<file path="src/rtl/acg_pkg.sv">
package acg_pkg;
  parameter int unsigned ACG_DIV_W  = 6;
  parameter int unsigned ACG_FLEN_W = 8;
  parameter int unsigned ACG_MIN_LEN = 8;

  function automatic int unsigned floor_log2(input int unsigned v);
    int unsigned r;
    r = 0;
    for (int i = 0; i < 32; i++) begin
      if ((v >> i) != 0) r = i;
    end
    return r;
  endfunction
endpackage

</file>
<file path="src/rtl/acg_cfg.sv">
module acg_cfg
  import acg_pkg::*;
#(
  parameter int unsigned DIV_W   = ACG_DIV_W,
  parameter int unsigned FLEN_W  = ACG_FLEN_W,
  parameter int unsigned MIN_LEN = ACG_MIN_LEN,
  localparam int unsigned LEN_W  = FLEN_W + 1,
  localparam int unsigned RAT_W  = FLEN_W + 2
) (
  input  logic              clk_i,
  input  logic              rst_ni,
  input  logic              en_i,
  input  logic [DIV_W-1:0]  mdiv_i,
  input  logic              direct_i,
  input  logic              osr_i,
  input  logic [FLEN_W-1:0] flen_i,
  output logic [DIV_W-1:0]  n_o,
  output logic [RAT_W-1:0]  k_o,
  output logic [LEN_W-1:0]  len_o,
  output logic              err_o,
  output logic              run_o
);
  logic [DIV_W-1:0]  div_q;
  logic              direct_q;
  logic              osr_q;
  logic [FLEN_W-1:0] flen_q;
  logic              run_q;
  logic [LEN_W-1:0]  len;
  logic              pow2;

  // shadow settings: sampled only while disabled
  always_ff @(posedge clk_i or negedge rst_ni) begin
    if (!rst_ni) begin
      div_q    <= '0;
      direct_q <= 1'b0;
      osr_q    <= 1'b0;
      flen_q   <= '0;
    end else if (!en_i) begin
      div_q    <= mdiv_i;
      direct_q <= direct_i;
      osr_q    <= osr_i;
      flen_q   <= flen_i;
    end
  end

  assign len   = LEN_W'(flen_q) + LEN_W'(1);
  assign pow2  = (len & (len - LEN_W'(1))) == '0;
  assign err_o = (len < LEN_W'(MIN_LEN)) || (!direct_q && !pow2);
  assign n_o   = (div_q == '0) ? DIV_W'(1) : div_q;
  assign len_o = len;

  always_comb begin
    int unsigned sh;
    int unsigned kv;
    sh = FLEN_W + 32'(osr_q) - floor_log2(32'(len));
    kv = 32'd1 << sh;
    if (direct_q || err_o) k_o = RAT_W'(1);
    else                   k_o = RAT_W'(kv);
  end

  always_ff @(posedge clk_i or negedge rst_ni) begin
    if (!rst_ni) run_q <= 1'b0;
    else         run_q <= en_i && !err_o;
  end
  assign run_o = run_q;

  p_cfg_hold_r9: assert property (@(posedge clk_i) disable iff (!rst_ni)
    (run_q && $past(run_q)) |-> $stable({div_q, direct_q, osr_q, flen_q}));
endmodule

</file>
<file path="src/rtl/acg_divider.sv">
module acg_divider #(
  parameter int unsigned W = 6
) (
  input  logic         clk_i,
  input  logic         rst_ni,
  input  logic         run_i,
  input  logic         step_i,
  input  logic [W-1:0] n_i,
  output logic         wrap_o,
  output logic         zero_o,
  output logic         level_o
);
  logic [W-1:0] cnt;
  logic [W:0]   half;
  logic         last;

  assign last = (cnt == n_i - W'(1));
  assign half = ({1'b0, n_i} + (W+1)'(1)) >> 1;

  always_ff @(posedge clk_i or negedge rst_ni) begin
    if (!rst_ni)      cnt <= '0;
    else if (!run_i)  cnt <= '0;
    else if (step_i)  cnt <= last ? '0 : cnt + W'(1);
  end

  assign wrap_o  = run_i && step_i && last;
  assign zero_o  = run_i && (cnt == '0);
  assign level_o = run_i && ({1'b0, cnt} < half);

  p_cnt_range_r1: assert property (@(posedge clk_i) disable iff (!rst_ni)
    run_i |-> (cnt < n_i));
  p_wrap_zero_r1: assert property (@(posedge clk_i) disable iff (!rst_ni)
    wrap_o |=> (zero_o || !run_i));
endmodule

</file>
<file path="src/rtl/acg_framer.sv">
module acg_framer
  import acg_pkg::*;
#(
  parameter int unsigned DIV_W  = ACG_DIV_W,
  parameter int unsigned FLEN_W = ACG_FLEN_W,
  localparam int unsigned LEN_W = FLEN_W + 1,
  localparam int unsigned RAT_W = FLEN_W + 2
) (
  input  logic             clk_i,
  input  logic             rst_ni,
  input  logic             run_i,
  input  logic [DIV_W-1:0] n_i,
  input  logic [RAT_W-1:0] k_i,
  input  logic [LEN_W-1:0] len_i,
  output logic             mclk_o,
  output logic             bclk_o,
  output logic             fs_o,
  output logic             bclk_rise_o,
  output logic             frame_start_o
);
  logic m_wrap, m_zero, m_lvl;
  logic r_wrap, r_zero, r_lvl;
  logic b_wrap, b_zero, b_lvl;

  acg_divider #(.W(DIV_W)) u_mdiv (
    .clk_i, .rst_ni, .run_i, .step_i(1'b1), .n_i(n_i),
    .wrap_o(m_wrap), .zero_o(m_zero), .level_o(m_lvl)
  );

  // master periods per bit period
  acg_divider #(.W(RAT_W)) u_rdiv (
    .clk_i, .rst_ni, .run_i, .step_i(m_wrap), .n_i(k_i),
    .wrap_o(r_wrap), .zero_o(r_zero), .level_o(r_lvl)
  );

  // bit periods per frame
  acg_divider #(.W(LEN_W)) u_bdiv (
    .clk_i, .rst_ni, .run_i, .step_i(r_wrap), .n_i(len_i),
    .wrap_o(b_wrap), .zero_o(b_zero), .level_o(b_lvl)
  );

  assign mclk_o        = m_lvl;
  assign bclk_o        = (k_i == RAT_W'(1)) ? m_lvl : r_lvl;
  assign bclk_rise_o   = m_zero && r_zero;
  assign frame_start_o = m_zero && r_zero && b_zero;
  assign fs_o          = b_lvl;

  p_frame_on_bit_r7: assert property (@(posedge clk_i) disable iff (!rst_ni)
    frame_start_o |-> (bclk_rise_o && fs_o && bclk_o));
  p_fs_rise_r6: assert property (@(posedge clk_i) disable iff (!rst_ni)
    $rose(fs_o) |-> frame_start_o);
  p_frame_wrap_r6: assert property (@(posedge clk_i) disable iff (!rst_ni)
    b_wrap |=> (frame_start_o || !run_i));
endmodule

</file>
<file path="src/rtl/audio_clkgen.sv">
module audio_clkgen
  import acg_pkg::*;
#(
  parameter int unsigned DIV_W   = ACG_DIV_W,
  parameter int unsigned FLEN_W  = ACG_FLEN_W,
  parameter int unsigned MIN_LEN = ACG_MIN_LEN
) (
  input  logic              clk_i,
  input  logic              rst_ni,
  input  logic              en_i,
  input  logic [DIV_W-1:0]  mdiv_i,
  input  logic              direct_i,
  input  logic              osr_i,
  input  logic [FLEN_W-1:0] flen_i,
  output logic              mclk_o,
  output logic              bclk_o,
  output logic              fs_o,
  output logic              bclk_rise_o,
  output logic              frame_start_o,
  output logic              cfg_err_o
);
  localparam int unsigned LEN_W = FLEN_W + 1;
  localparam int unsigned RAT_W = FLEN_W + 2;

  logic [DIV_W-1:0] n;
  logic [RAT_W-1:0] k;
  logic [LEN_W-1:0] len;
  logic             run;

  acg_cfg #(.DIV_W(DIV_W), .FLEN_W(FLEN_W), .MIN_LEN(MIN_LEN)) u_cfg (
    .clk_i, .rst_ni, .en_i, .mdiv_i, .direct_i, .osr_i, .flen_i,
    .n_o(n), .k_o(k), .len_o(len), .err_o(cfg_err_o), .run_o(run)
  );

  acg_framer #(.DIV_W(DIV_W), .FLEN_W(FLEN_W)) u_framer (
    .clk_i, .rst_ni, .run_i(run), .n_i(n), .k_i(k), .len_i(len),
    .mclk_o, .bclk_o, .fs_o, .bclk_rise_o, .frame_start_o
  );

  p_idle_on_err_r8: assert property (@(posedge clk_i) disable iff (!rst_ni)
    cfg_err_o |-> !(mclk_o || bclk_o || fs_o || bclk_rise_o || frame_start_o));
endmodule

</file>
<file path="config.mk">
export PLATFORM = sky130hd
export DESIGN_NAME = audio_clkgen
export DESIGN_NICKNAME = d
export VERILOG_FILES = /design/src/rtl/acg_pkg.sv /design/src/rtl/acg_cfg.sv /design/src/rtl/acg_divider.sv /design/src/rtl/acg_framer.sv /design/src/rtl/audio_clkgen.sv
export SDC_FILE = /design/constraint.sdc
export NUM_CORES = 1
export LEC_CHECK = 0
export BUFFER_PORTS_ARGS = -buffer_cell sky130_fd_sc_hd__buf_2
export CAP_MARGIN = 20
export CORE_MARGIN = 10
export CORE_UTILIZATION = 58
export CTS_BUF_LIST = sky130_fd_sc_hd__clkbuf_8
export DETAILED_ROUTE_END_ITERATION = 6
export HOLD_SLACK_MARGIN = 0.1
export PLACE_DENSITY_LB_ADDON = 0.05
export SYNTH_ARGS = -nofsm -noshare
export SYNTH_HDL_FRONTEND = slang
export SYNTH_SLANG_ARGS = --single-unit
</file>
<file path="constraint.sdc">
create_clock -name clk_i -period 6.1 [get_ports clk_i]
set_clock_uncertainty 0.2 [all_clocks]
set_input_delay 0.305 -clock clk_i [delete_from_list [all_inputs] [get_ports clk_i]]
set_output_delay 0.305 -clock clk_i [all_outputs]
set_load 0.01 [all_outputs]
</file>
* Word level (Yosys, flattened, before mapping)
Index checks and enable logic that the tools add are counted.
Word-level totals: bits in registers 42, output and inout bits 6, logic and storage cells 81
Cells by class: add/subtract/negate cells 12, $lt $le $gt $ge 4, eq/ne operators 6, shift-type cells 1, mux-type cells 19, bitwise gates (word level) 1, reduce and logical (&&, ||, !) cells 30
Operator list (number):
- 2-to-1 mux 32 bit | 7
- nonzero test 32 bit | 7
- 2-to-1 mux 10 bit | 4
- << shifter 1 x 32 -> 10 bit (first input constant) | 1
- subtractor 32 bit | 1
- 2-to-1 mux 9 bit | 3
- logical NOT 9 bit | 2
- 2-to-1 mux 6 bit | 3
- logical AND 1 bit | 13
- logical NOT 6 bit | 2
- adder 10 x 1 -> 11 bit (second input constant) | 1
- adder 10 x 1 -> 10 bit (second input constant) | 1
- adder 9 x 1 -> 10 bit (second input constant) | 1
- equality test 10 x 1 -> 1 bit (second input constant) | 1
- equality test 10 bit | 1
- logical NOT 10 bit | 1
- < comparator 10 bit | 1
- subtractor 10 x 1 -> 10 bit (second input constant) | 1
- adder 8 x 1 -> 9 bit (second input constant) | 1
- adder 9 x 1 -> 9 bit (second input constant) | 1
- bitwise AND 9 bit | 1
- equality test 9 bit | 1
- < comparator 9 x 4 -> 1 bit (second input constant) | 1
- < comparator 9 bit | 1
- other kinds (11) | 16

* Logic depth before layout (Yosys ltp)
Gate-level depths: netlist of run 1.
depth in word-level cells 18, depth in mapped cells 31

* By module
From an unflattened synthesis of run 1, not the netlist that was laid out.
Unflattened totals: cells, all modules 559, area, all modules 4924.7 um^2
By module, submodules not included:
- acg_cfg | instances 1, cells an instance 154, area an instance 1456.4 um^2, sequential area each 425.4 um^2
- acg_divider (u_framer.u_rdiv) | instances 1, cells an instance 162, area an instance 1395.1 um^2, sequential area each 250.2 um^2
- acg_divider (u_framer.u_bdiv) | instances 1, cells an instance 147, area an instance 1270.0 um^2, sequential area each 225.2 um^2
- acg_divider (u_framer.u_mdiv) | instances 1, cells an instance 88, area an instance 735.7 um^2, sequential area each 150.1 um^2
- acg_framer | instances 1, cells an instance 8, area an instance 67.6 um^2, sequential area each 0.0 um^2

* Worst setup path after synthesis of run 1
No wires, ideal clock.
path type flip-flop to output port, start point register u_cfg.flen_q[1], end point output port bclk_o, data arrival time 5604 ps, path slack -9 ps, cell stages (with the launch flop) 30, path through dfrtp_1 ha_1 nand3_1 xor2_2 nand4_2 o21ai_0 a21oi_1 ha_1 inv_1 nand2_1 ha_1 o31ai_1 nor3_1 o21ai_1 nor2_1 nand3_1 inv_1 ha_1 xnor2_1 ha_1 a21o_1 a21o_1 a21o_1 a21o_1 a21o_1 a21o_1 a21o_1 a21o_1 a2111oi_0 a21o_1
Between the ends: cells in the longest elaborated chain, start to end 17
RTL lines:
- start: declaration | RTL line acg_cfg.sv:26 | logic [FLEN_W-1:0] flen_q;
- start signal: assignment | RTL line acg_cfg.sv:42 | flen_q <= flen_i;
- adder 8 x 1 -> 9 bit * | RTL line acg_cfg.sv:46 | assign len = LEN_W'(flen_q) + LEN_W'(1);
- nonzero test 32 bit | RTL line acg_pkg.sv:10 | if ((v >> i) != 0) r = i;
- 2-to-1 mux 1 bit | RTL line acg_pkg.sv:10
- 2-to-1 mux 32 bit (7 in series) | RTL line acg_pkg.sv:10
- subtractor 32 bit | RTL line acg_cfg.sv:55 | sh = FLEN_W + 32'(osr_q) - floor_log2(32'(len));
- << shifter 1 x 32 -> 10 bit | RTL line acg_cfg.sv:56 | kv = 32'd1 << sh;
- 2-to-1 mux 10 bit * | RTL line acg_cfg.sv:57 | if (direct_q || err_o) k_o = RAT_W'(1);
- adder 10 x 1 -> 11 bit | RTL line acg_divider.sv:18 | assign half = ({1'b0, n_i} + (W+1)'(1)) >> 1;
- < comparator 10 bit | RTL line acg_divider.sv:28 | assign level_o = run_i && ({1'b0, cnt} < half);
- logical AND 1 bit | RTL line acg_divider.sv:28
- 2-to-1 mux 1 bit * | RTL line acg_framer.sv:43 | assign bclk_o = (k_i == RAT_W'(1)) ? m_lvl : r_lvl;
- end: declaration | RTL line audio_clkgen.sv:16 | output logic bclk_o,
Mark *: on every way between the ends. The rest lies on a longest branch, timed or not.

* Worst setup path in the final report of run 1
start point register u_cfg.flen_q[0], end point output port bclk_o
The elaborated chain is that of the path after synthesis.

==> summary.txt, run 1 <==
Starting DRT DRC Count = 279
Rows = 31
Hold Vio Cnt, Final = 0
synth top area cells = dfrtp_1 24%, ha_1 13%, mux2_2 4.3%, nand2_1 4.2%, xnor2_1 4.0%
CTS tree = yes
most frequent cells in the layout = 45 x nand2_1, 40 x buf_4, 38 x dfrtp_1
share of post-route cells with drive strength above 1 = 26.7%
hold_ws = 270 ps
HPWL after DPL = 8790 um
failing checks = negative setup slack
core area = 7330 um2
Most used DFF post-synth = dfrtp_1
Final setup viols = 1
synthesized area = 4410 um2
fraction of registers with async set/reset = 100%
pre-CTS setup slack = 37.8 ps
VDD IR-drop max = 0.137 mV
Routed Wire Length = 12500 um
worst path arrival time = 5610 ps
Power Density = 159 nW/um2
Global Route Usage Sum = 20.8%
nets = 662
CTS Buf Count = 5
Combinational Power Share = 40.7%
Worst Path Class, Setup = reg -> out
Yosys reg bits = 42
Clk Latency, worst-skew pair = 310 ps
WL/cell = 17.9 um
Die Y = 107 um
initial antenna violation count = 0
outcome = finished with violations
Mean Syn Cell Area = 8.38 um2
max cap viols = 0
post-synth top area share = 23.8%
leak pwr = 2.38 nW
fin crit period = 6120 ps
Tightest Pin Transition = 981 ps
CTS Root Cell = clkbuf_8
vias in the first global route = 4133
synth unique cells = 80
Critical Path Max Stage Delay = 460 ps
routability cong. = 0.940
critical path capture point type = primary output
most common cell after layout, fill and taps aside = nand2_1
first-pass GRT wire length = 20100 um
# DRC = 0
TNS Setup = -17.7 ps
Mapped Cells = 526
global route overflow = 0
largest net degree at the start of global routing = 43
Final ANT Viol Nets = 0
Synth area leader = dfrtp_1
number of synthesized flops with an enable pin = 0
Int Pwr = 0.531 mW
fin worst setup slack = -17.7 ps
CTS Sinks = 42
type of origin of the critical path = flip-flop
ANT cells = 0
Clk pin slew, worst setup/hold paths = 100 ps
Layout Cells excl Fill = 698
H-tree lvl count = 2
Chip Width = 107 um
Seq pwr share = 36.8%
slew margin rel. = 34.6%
count of final max-slew check failures = 0
vias per cell = 6.14
Clock Power Share = 22.6%
Final Power = 0.859 mW
sw power = 0.328 mW
sequential element share of the synthesized area = 23.8%
fin area = 5410 um2
Max Clk Rate = 163 MHz
crit-path most repeated cell = a21o_1
post-layout util = 73.7%
placed cell count = 657
HP Class = in -> reg
Final Cycle Share = 100%
DP Area = 4770 um2
Clock Path Buffers = 2
# port buffers = 24
DRT Pass-1 Iters = 5
Die Footprint = 11500 um2
switching share of power = 38.2%
Slowest-stage cell, CP = dfrtp_1
Worst Path Required = 5590 ps
IO Count = 25
Starting Density = 60.2%
CP max FO = 9
Yosys Warn Count = 0
setup repair after global routing missed its margin = true
P&R area growth vs syn = 22.6%
vias after detailed routing = 4285
[layout make-up]
cell class,count,area (um2)
Multi-Input combinational cell,433,3390
Fill cell,526,1920
Tap cell,99,124
Clock buffer,5,68.8
Timing Repair Buffer,84,631
Inverter,32,120
Sequential cell,42,1060
Clock inverter,3,21.3
[flip-flops by register name, summed over array words and instances, names as in the netlist]
register / flops
u_framer.u_rdiv.cnt: 10
u_framer.u_bdiv.cnt: 9
u_cfg.flen_q: 8
u_cfg.div_q: 6
u_framer.u_mdiv.cnt: 6
u_cfg.direct_q: 1
u_cfg.osr_q: 1
u_cfg.run_o: 1
[synthesized netlist by cell type (all sizes together) (13+ instances only)]
cell    count
nand2      49
nand2b     13
nor2       35
nand3      26
xnor2      20
o21ai      27
inv        32
xor2       19
ha         45
mux2       17
and3       13
a21oi      17
nor3       21
dfrtp      42
a21o       13
[worst max-delay path: cells and delay by family, from the launching register on]
kind / cells / cell delay, ps
buffers and inverters: 4 / 570
adder cells (fa/ha/maj): 2 / 480
flip-flops: 1 / 460
AO/OA/AOI/OAI: 12 / 2200
XOR/XNOR: 2 / 450
AND/OR/NAND/NOR: 6 / 1130
[routing by layer]
metal	share of wire [%]	global-route usage, %
met1	45	27.8
met2	48	34.8
met3	5.4	2.51
met4	2.1	4.74
met5	0	0
[power groups by stage]
stage	clock network [mW]	logic, mW	registers (mW)
after detailed placement	0	0.280	0.317
final	0.194	0.349	0.316
after global placement	0	0.278	0.316
after floorplan	0	0.198	0.307
after global routing	0.208	0.378	0.318
after CTS	0.198	0.316	0.313
[worst paths after layout]
check,from,to,slack (ps),depth (start not counted)
max,u_cfg.flen_q[0]$_DFFE_PN0N_,bclk_o,-20,26
min,en_i,u_cfg.run_o$_DFF_PN0_,270,2
max reg2reg,u_cfg.flen_q[0]$_DFFE_PN0N_,u_framer.u_bdiv.cnt[3]$_DFFE_PN0P_,310,23
min reg2reg,u_cfg.osr_q$_DFFE_PN0N_,u_cfg.osr_q$_DFFE_PN0N_,340,1
max in group asynchronous,rst_ni,u_cfg.flen_q[1]$_DFFE_PN0N_,4530,2
min in group asynchronous,rst_ni,u_cfg.osr_q$_DFFE_PN0N_,500,2
[cell families after synthesis]
group	Yosys count	share of synthesized area [%]
DFF	42	23.8
xor gates and xnor gates	39	7.92
buffers and inverters	52	4.99
muxes	19	4.79
AOI/OAI and AO/OA	109	17.9
and+or+nand+nor	219	27.7
other	1	0.0850
adders and majority gates	45	12.8
[repair_timing]
action / in CTS / in global routing
hold buffers: 17 / 0
endpoints found under the hold margin: 58 / 0
setup buffers: 10 / 6
pin swaps: 17 / 23
setup endpoints to repair: 1 / 3
gates resized for setup: 34 / 22
No activity file was read; power rests on OpenSTA's default activity.
==> run 2, diff against run 1 <==
--- a/config.mk
+++ b/config.mk
@@ -8,8 +8,8 @@
 export BUFFER_PORTS_ARGS = -buffer_cell sky130_fd_sc_hd__buf_2
 export CAP_MARGIN = 20
 export CORE_MARGIN = 10
-export CORE_UTILIZATION = 58
-export CTS_BUF_LIST = sky130_fd_sc_hd__clkbuf_8
+export CORE_UTILIZATION = 57
+export CTS_BUF_LIST = sky130_fd_sc_hd__clkbuf_8 sky130_fd_sc_hd__clkbuf_16
 export DETAILED_ROUTE_END_ITERATION = 6
 export HOLD_SLACK_MARGIN = 0.1
 export PLACE_DENSITY_LB_ADDON = 0.05
==> summary.txt, run 2 (synthesized netlist as in run 1, its figures left out) <==
CTS Root Cell = clkbuf_8
Hold Vio Cnt, Final = 0
type of origin of the critical path = flip-flop
Global Route Usage Sum = 20.3%
Final Cycle Share = 101%
WL/cell = 19.1 um
placed cell count = 663
most frequent cells in the layout = 51 x buf_4, 44 x nand2_1, 38 x dfrtp_1
Worst Path Class, Setup = reg -> out
Layout Cells excl Fill = 715
reg2reg setup slack = 270 ps
Starting DRT DRC Count = 372
CTS tree = yes
Clk Latency, worst-skew pair = 310 ps
initial antenna violation count = 0
core area = 7610 um2
Slowest-stage cell, CP = dfrtp_2
first-pass GRT wire length = 19500 um
routability cong. = 0.969
CTS Buf Count = 5
max cap viols = 0
critical path capture point type = primary output
vias in the first global route = 3941
Largest regs = u_framer.u_rdiv.cnt (10), u_framer.u_bdiv.cnt (9), u_cfg.flen_q (8)
P&R area growth vs syn = 27.8%
slew margin rel. = 39.7%
Max Clk Rate = 163 MHz
Worst Reg-to-Reg Cells = 21
ANT cells = 0
DP Area = 4790 um2
fin crit period = 6150 ps
Rows = 32
pre-CTS setup slack = 6.58 ps
Final ANT Viol Nets = 0
Critical Path Max Stage Delay = 430 ps
Tightest Pin Transition = 893 ps
fill cell count = 557
largest register by flop count = u_framer.u_rdiv.cnt
vias after detailed routing = 4480
Clock Path Buffers = 2
Chip Width = 108 um
leak pwr = 2.48 nW
Die Footprint = 11700 um2
fin worst setup slack = -53.3 ps
CTS Sinks = 42
HPWL after DPL = 8750 um
HP Class = in -> async
nets = 676
post-layout util = 74.1%
outcome = finished with violations
IO Count = 25
# DRC = 0
failing checks = negative setup slack
global route overflow = 0
count of final max-slew check failures = 0
H-tree lvl count = 2
Clk pin slew, worst setup/hold paths = 90 ps
reg2reg start = u_cfg.flen_q[1]$_DFFE_PN0N_
Critical R2R Capture = u_framer.u_bdiv.cnt[3]$_DFFE_PN0P_
largest net degree at the start of global routing = 43
Starting Density = 58.0%
max reg flops = 10
fin area = 5640 um2
Worst Path Required = 5590 ps
worst path arrival time = 5650 ps
VDD IR-drop max = 0.0925 mV
crit-path most repeated cell = a21o_1
# port buffers = 24
Die Y = 108 um
Routed Wire Length = 13700 um
DRT Pass-1 Iters = 5
share of post-route cells with drive strength above 1 = 30.2%
Final setup viols = 1
most common cell after layout, fill and taps aside = buf_4
CP max FO = 5
Power Density = 166 nW/um2
vias per cell = 6.27
==> run 2: how the worst max path moves through the flow <==
stage	slack, ps	cells after the start	end	startpoint
after floorplan	20	29	bclk_o	u_cfg.flen_q[1]$_DFFE_PN0N_
after global placement	80	28	bclk_o	u_cfg.flen_q[1]$_DFFE_PN0N_
after detailed placement	7	28	bclk_o	u_cfg.flen_q[1]$_DFFE_PN0N_
after CTS	7	30	bclk_o	u_cfg.flen_q[2]$_DFFE_PN0N_
after global routing	-290	30	bclk_o	u_cfg.flen_q[2]$_DFFE_PN0N_
final	-50	27	bclk_o	u_cfg.flen_q[1]$_DFFE_PN0N_
==> run 2: critical path: cells and delay by family, from the launching register on <==
| kind | cells | cell delay, ps |
|---|---|---|
| AO/OA/AOI/OAI | 11 | 2120 |
| XOR/XNOR | 1 | 120 |
| adder cells (fa/ha/maj) | 5 | 1190 |
| buffers and inverters | 4 | 350 |
| flip-flops | 1 | 430 |
| AND/OR/NAND/NOR | 6 | 1110 |
==> run 2: where the power goes <==
group / switching [mW] / internal [mW]
sequential: 0.0247 / 0.291
combinational: 0.213 / 0.173
clock: 0.114 / 0.121
==> run 2: area by class of cell <==
class / instances / area, um2 / area share, %
Inverter: 32 / 125 / 2.22
Tap cell: 102 / 128 / 2.26
Sequential cell: 42 / 1060 / 18.7
Clock buffer: 5 / 68.8 / 1.22
Clock inverter: 3 / 41.3 / 0.733
Timing Repair Buffer: 98 / 756 / 13.4
Multi-Input combinational cell: 433 / 3460 / 61.4
==> run 2: stage by stage <==
| step | hold slack, ps | setup TNS [ps] | total power [mW] |
|---|---|---|---|
| global placement | 292 | 0 | 0.595 |
| CTS | 249 | 0 | 0.858 |
| floorplan | -191 | 0 | 0.505 |
| finish | 231 | -53.3 | 0.936 |
| global route | 235 | -447 | 0.978 |
| detailed placement | 301 | 0 | 0.600 |
==> run 2: timing repair <==
| action | 4_1_cts | 5_1_grt |
|---|---|---|
| setup buffers | 4 | 22 |
| pin swaps | 8 | 28 |
| endpoints found under the setup margin | 1 | 3 |
| endpoints found under the hold margin | 58 | 0 |
| resized for setup | 29 | 51 |
| hold buffers | 17 | 0 |
==> run 2: metal layers <==
metal  wire (um)  share of wire (%)  global-route usage [%]  vias up
met5           0                  0                       0        -
met4         641                4.7                    5.82        0
met3        1000                7.3                    3.03       63
li1            -                  -                       -     2073
met2        6370                 47                    32.8      223
met1        5680                 41                    27.4     2121
